===== src/rtl/cla_tree.sv =====
module cla_tree #(
  parameter int W = 8
) (
  input  logic [W-1:0] a,
  input  logic [W-1:0] b,
  input  logic         cin,
  output logic [W-1:0] sum,
  output logic         cout
);
  // Heap numbering: node 1 is the root, nodes W..2W-1 are bit cells.
  // Node k has left child 2k (more significant) and right child 2k+1.
  localparam int NN = 2 * W;

  logic [NN-1:1] grp_g;
  logic [NN-1:1] grp_p;
  logic [NN-1:1] grp_c;

  assign grp_c[1] = cin;

  for (genvar i = 0; i < W; i++) begin : g_bit
    localparam int LF = NN - 1 - i;
    assign grp_g[LF] = a[i] & b[i];
    assign grp_p[LF] = a[i] ^ b[i];
    assign sum[i]    = grp_p[LF] ^ grp_c[LF];
  end

  for (genvar k = 1; k < W; k++) begin : g_grp
    assign grp_g[k]       = grp_g[2*k] | (grp_p[2*k] & grp_g[2*k+1]);
    assign grp_p[k]       = grp_p[2*k] & grp_p[2*k+1];
    assign grp_c[2*k+1]   = grp_c[k];
    assign grp_c[2*k]     = grp_g[2*k+1] | (grp_p[2*k+1] & grp_c[k]);
  end

  assign cout = grp_g[1] | (grp_p[1] & cin);
endmodule



===== config.mk =====
export PLATFORM = sky130hd
export DESIGN_NAME = cla_tree
export DESIGN_NICKNAME = d
export VERILOG_FILES = /design/src/rtl/cla_tree.sv
export SDC_FILE = /design/constraint.sdc
export NUM_CORES = 1
export LEC_CHECK = 0
export BUFFER_PORTS_ARGS = -buffer_cell sky130_fd_sc_hd__buf_4
export CAP_MARGIN = 25
export CORE_AREA = 4 4 41 43
export DETAILED_ROUTE_END_ITERATION = 6
export DIE_AREA = 0 0 45 47
export PLACE_DENSITY = 0.58
export REMOVE_ABC_BUFFERS = 1
export SLEW_MARGIN = 20
export SYNTH_ARGS = -nofsm -noshare
export SYNTH_HDL_FRONTEND = slang
export SYNTH_SLANG_ARGS = --single-unit
export TNS_END_PERCENT = 5

===== constraint.sdc =====
create_clock -name vclk -period 2.1
set_clock_uncertainty 0.1 [all_clocks]
set_input_delay 0.21 -clock vclk [all_inputs]
set_output_delay 0.21 -clock vclk [all_outputs]
set_load 0.02 [all_outputs]

==> flow_metrics.tcl, run 1 <==
set metrics [dict create \
    finalCriticalPeriod_ns 2.06 \
    grt_pass1_vias 394 \
    hp-class "in -> out" \
    syn-mean-instance-area_um2 9.83 \
    report.final.setup_viol 0 \
    slew_headroom 0.842 \
    register_area_share_after_synthesis 0 \
    global_route.overflow_total 0 \
    detail_route.wl_per_cell_um 10.8 \
    detailedRoute.firstIterationViolations 1 \
    antenna_violations_before_repair 0 \
    core_area_um2 1300 \
    finalHoldViolCount 0 \
    layout.cells.most_common_list "29 x sky130_fd_sc_hd__buf_4, 8 x sky130_fd_sc_hd__buf_6" \
    vdd_ir_drop_max_mv 0.139 \
    first_pass_iters 2 \
    via_count 388 \
    area.growth.synth_to_final_pct 122 \
    port_buffers 26 \
    maxClockFrequency_mhz 485 \
    post_synth_instance_area_um2 334 \
    final.setup.tns_ns 0 \
    rsz_0062_raised_after_global_routing "yes" \
    final_min_period_over_clock_period 0.982 \
    crit_fanout 2 \
    n_fill_cell 125 \
    run_status "finished clean" \
    most_frequent_standard_cell_in_the_layout_excluding_fill_and_tap_cells "sky130_fd_sc_hd__buf_4" \
    nNetsFinal 102 \
    hold_ws_ns 0.720 \
    worstMarginPinSlew_ns 0.237 \
    route.detailed.vias_per_inst 4.51 \
    design.die.area_um2 2120 \
    power_per_cell_area_nw_per_um2 373 \
    ratio_of_cells_with_drive_above_1_in_the_final_layout 0.648 \
    place_congestion 0.689 \
    floorplan.die.height_um 47 \
    yosysUniqueCellTypes 16 \
    grt_first_pass_wirelength_um 1540 \
    cellLeakagePower_nw 0.378 \
    worst_ep_arrival_time_ns 1.75 \
    grt_start_max_net_pins 4 \
    end_kind "output pin" \
    clockBufferCount 0 \
    die_x_um 45 \
    ys_warn_count 0 \
    detailedPlacementHpwl_um 829 \
    hold_depth 3 \
    route.antenna.remaining_nets 0 \
    layout.area.seq_um2 0 \
    floorplan.initialDensity 0.257 \
    insertedDiodeCount 0 \
    wl_um 927 \
    flops_and_latches 0 \
    timing.max_cap.violations 0 \
    critPathKind "in -> out" \
    syn-instance-count 34 \
    post-route-drc-count 0 \
    drv_slew 0 \
    row_count 13 \
    grt_use_total 0.0941 \
    num_io_pins 26 \
    crit_path_start_kind "input pin" \
    worst_ep_required_time_ns 1.79 \
]
-- cell type report --
class	instances	area [um^2]	area share
inverter	4	15.0	0.0202
multi-input combinational	30	400	0.540
tap	15	18.8	0.0253
timing repair buffer	37	308	0.415
-- cells in the mapped netlist, drive strengths merged --
| library cell | number | area [um^2] |
|---|---|---|
| ha | 8 | 100 |
| a21o | 4 | 30.0 |
| fa | 4 | 80.1 |
| inv | 4 | 15.0 |
| xor2 | 3 | 26.3 |
| o21ai | 2 | 10.0 |
| a2111oi | 1 | 15.0 |
| a211oi | 1 | 7.51 |
| a21oi | 1 | 5.00 |
| a41o | 1 | 10.0 |
| and2 | 1 | 7.51 |
| nand2 | 1 | 3.75 |
| o211ai | 1 | 7.51 |
| o21bai | 1 | 7.51 |
| xnor2 | 1 | 8.76 |
-- power by group --
group	total, mW	switching (mW)	internal (mW)
Clock	0	0	0
Combinational	0.277	0.123	0.154
Sequential	0	0	0
-- worst max-delay path: stages --
cell and delay (ns):
sky130_fd_sc_hd__buf_6 0.10, sky130_fd_sc_hd__ha_4 0.24, sky130_fd_sc_hd__a2111oi_4 0.28, sky130_fd_sc_hd__o21ai_1 0.13, sky130_fd_sc_hd__and2_4 0.16, sky130_fd_sc_hd__fa_2 0.33, sky130_fd_sc_hd__xor2_1 0.16, sky130_fd_sc_hd__buf_4 0.16
-- repair_timing --
item                                    CTS  global route
endpoints found under the hold margin     0             0
resized for setup                        14             7
pin swaps                                 7             4
hold buffers                              0             0
endpoints found under the setup margin    4             5
buffers inserted                          3             0
-- metrics by stage --
| stage | util | power [mW] | worst slack, ns | cell area, um^2 | std cells |
|---|---|---|---|---|---|
| floorplan | - | 0.124 | -0.102 | 334 | 34 |
| global placement | 0.473 | 0.229 | -0.198 | 616 | 84 |
| detailed placement | 0.473 | 0.231 | -0.204 | 616 | 84 |
| CTS | 0.548 | 0.272 | -0.0132 | 713 | 87 |
| global route | 0.570 | 0.303 | -0.0306 | 742 | 86 |
| finish | 0.570 | 0.277 | 0.0373 | 742 | 86 |
-- final timing paths --
kind,to,slack [ns],from
min,sum[4],0.72,b[4]
max,sum[7],0.04,a[5]
-- per-layer routing --
| layer | vias to the layer above | GRT usage | routed length [um] | part of all wire |
|---|---|---|---|---|
| li1 | 198 | - | - | - |
| met1 | 179 | 0.112 | 328 | 0.35 |
| met2 | 11 | 0.192 | 539 | 0.58 |
| met3 | 0 | 0.00766 | 59 | 0.064 |
| met4 | 0 | 0 | 0 | 0 |
| met5 | - | 0 | 0 | 0 |
-- kinds of logic after synthesis --
logic type                 Yosys count  share of synthesized area
xor gates and xnor gates             4                      0.105
buffers and inverters                4                     0.0449
adders and majority gates           12                      0.539
and+or+nand+nor                      2                     0.0337
AOI/OAI and AO/OA                   12                      0.277
No activity file was read; power rests on OpenSTA's default activity.
==> run 2: changes to the inputs <==
RECOVER_POWER = 100   (was default)
==> run 2 against run 1 <==
Via count is 0.52% lower; combinational power is 4% lower; critical path depth stayed put; sequential share of layout area stayed put; sequential cell count stayed put; worst hold slack stayed put.
==> flow_metrics.tcl, run 2 (synthesis gave the netlist of run 1 again) <==
set metrics [dict create \
    grt_pass1_vias 394 \
    post-route-drc-count 0 \
    wl_um 927 \
    crit_path_end "sum[7]" \
    most_frequent_standard_cell_in_the_layout_excluding_fill_and_tap_cells "sky130_fd_sc_hd__buf_4" \
    via_count 386 \
    detailedPlacementHpwl_um 829 \
    end_kind "output pin" \
    port_buffers 26 \
    die_x_um 45 \
    layout.cells.most_common_list "25 x sky130_fd_sc_hd__buf_4, 8 x sky130_fd_sc_hd__buf_6" \
    stdcell_area_um2 728 \
    first_pass_iters 2 \
    place_congestion 0.689 \
    worst_ep_arrival_time_ns 1.75 \
    critPathMaxStageDelay_ns 0.33 \
    clockBufferCount 0 \
    row_count 13 \
    slew_headroom 0.832 \
    multiInputGateArea_um2 400 \
    num_io_pins 26 \
    critPathKind "in -> out" \
    grt_start_max_net_pins 4 \
    detail_route.wl_per_cell_um 10.8 \
    postLayoutCoreUtil 0.560 \
    floorplan.die.height_um 47 \
    route.detailed.vias_per_inst 4.49 \
    placed_cell_area_um2 616 \
    core_area_um2 1300 \
    critPathLaunch "a[5]" \
    detailedRoute.firstIterationViolations 1 \
    crit_path_start_kind "input pin" \
    hold_ws_ns 0.720 \
    power_per_cell_area_nw_per_um2 364 \
    rsz_0062_raised_after_global_routing "yes" \
    finalCriticalPeriod_ns 2.06 \
    final_min_period_over_clock_period 0.982 \
    path_cells "buf_6 > ha_4 > a2111oi_4 > o21ai_1 > and2_4 > fa_2 > xor2_1 > buf_4" \
    maxClockFrequency_mhz 485 \
    crit_cells 8 \
    vdd_ir_drop_max_mv 0.131 \
    cts_hold_buf 0 \
    worst_ep_required_time_ns 1.79 \
    design.die.area_um2 2120 \
    finalHoldViolCount 0 \
    global_route.overflow_total 0 \
    flops_and_latches 0 \
    floorplan.initialDensity 0.257 \
    drv_slew 0 \
    insertedDiodeCount 0 \
    run_status "finished clean" \
    n_fill_cell 127 \
    cp_num_buf_inv 2 \
    grt_use_total 0.0941 \
    crit_family "adder cells" \
    report.final.setup_viol 0 \
    timing.max_cap.violations 0 \
    cellLeakagePower_nw 0.367 \
    crit_fanout 2 \
    grt_first_pass_wirelength_um 1540 \
    route.antenna.remaining_nets 0 \
    nNetsFinal 102 \
    critical-path-slowest-cell "sky130_fd_sc_hd__fa_2" \
    worstMarginPinSlew_ns 0.253 \
    antenna_violations_before_repair 0 \
    ratio_of_cells_with_drive_above_1_in_the_final_layout 0.606 \
    area.growth.synth_to_final_pct 118 \
    layout.area.seq_um2 0 \
    hp-class "in -> out" \
]
[run 2: cell count changes in the layout (fill, tap and decap cells not counted)]
cell	change
sky130_fd_sc_hd__buf_4	-4
sky130_fd_sc_hd__clkbuf_1	+3
sky130_fd_sc_hd__clkbuf_2	+1
[run 2: cell type report]
cell class / instances / share of cell area
Multi-Input combinational cell: 30 / 0.550
Timing Repair Buffer: 37 / 0.404
Tap cell: 15 / 0.0258
Inverter: 4 / 0.0206
[run 2: what timing repair did]
item	CTS	global route
gates resized for setup	14	7
buffers inserted	3	0
pin swaps	7	4
setup endpoints to repair	4	5
gates cloned	0	0
[run 2: stage by stage]
step	setup TNS [ns]	setup slack (ns)	total power, mW	cells
after floorplan	-0.117	-0.102	0.124	34
after global placement	-0.583	-0.198	0.229	84
after detailed placement	-0.568	-0.204	0.231	84
after CTS	-0.0132	-0.0132	0.272	87
after global routing	-0.0527	-0.0306	0.291	86
final	0	0.0373	0.265	86
[run 2: worst min path at each step]
| stage | cells past startpoint | slack, ns | end | from |
|---|---|---|---|---|
| after floorplan | 1 | 0.58 | sum[2] | b[2] |
| after global placement | 3 | 0.69 | sum[6] | b[6] |
| after detailed placement | 3 | 0.70 | sum[6] | b[6] |
| after CTS | 3 | 0.73 | sum[6] | b[6] |
| after global routing | 3 | 0.73 | sum[4] | b[4] |
| final | 3 | 0.72 | sum[4] | b[4] |
[run 2: power by group]
part           internal, mW  switching [mW]
clock network             0               0
registers                 0               0
logic                 0.142           0.123
total                 0.142           0.123
[run 2: metal layers]
| layer | global-route usage | share of wire | wire [um] | up-vias |
|---|---|---|---|---|
| met5 | 0 | 0 | 0 | - |
| met4 | 0 | 0 | 0 | 0 |
| met1 | 0.112 | 0.36 | 334 | 177 |
| met3 | 0.00766 | 0.059 | 55 | 0 |
| met2 | 0.192 | 0.58 | 537 | 11 |
| li1 | - | - | - | 198 |
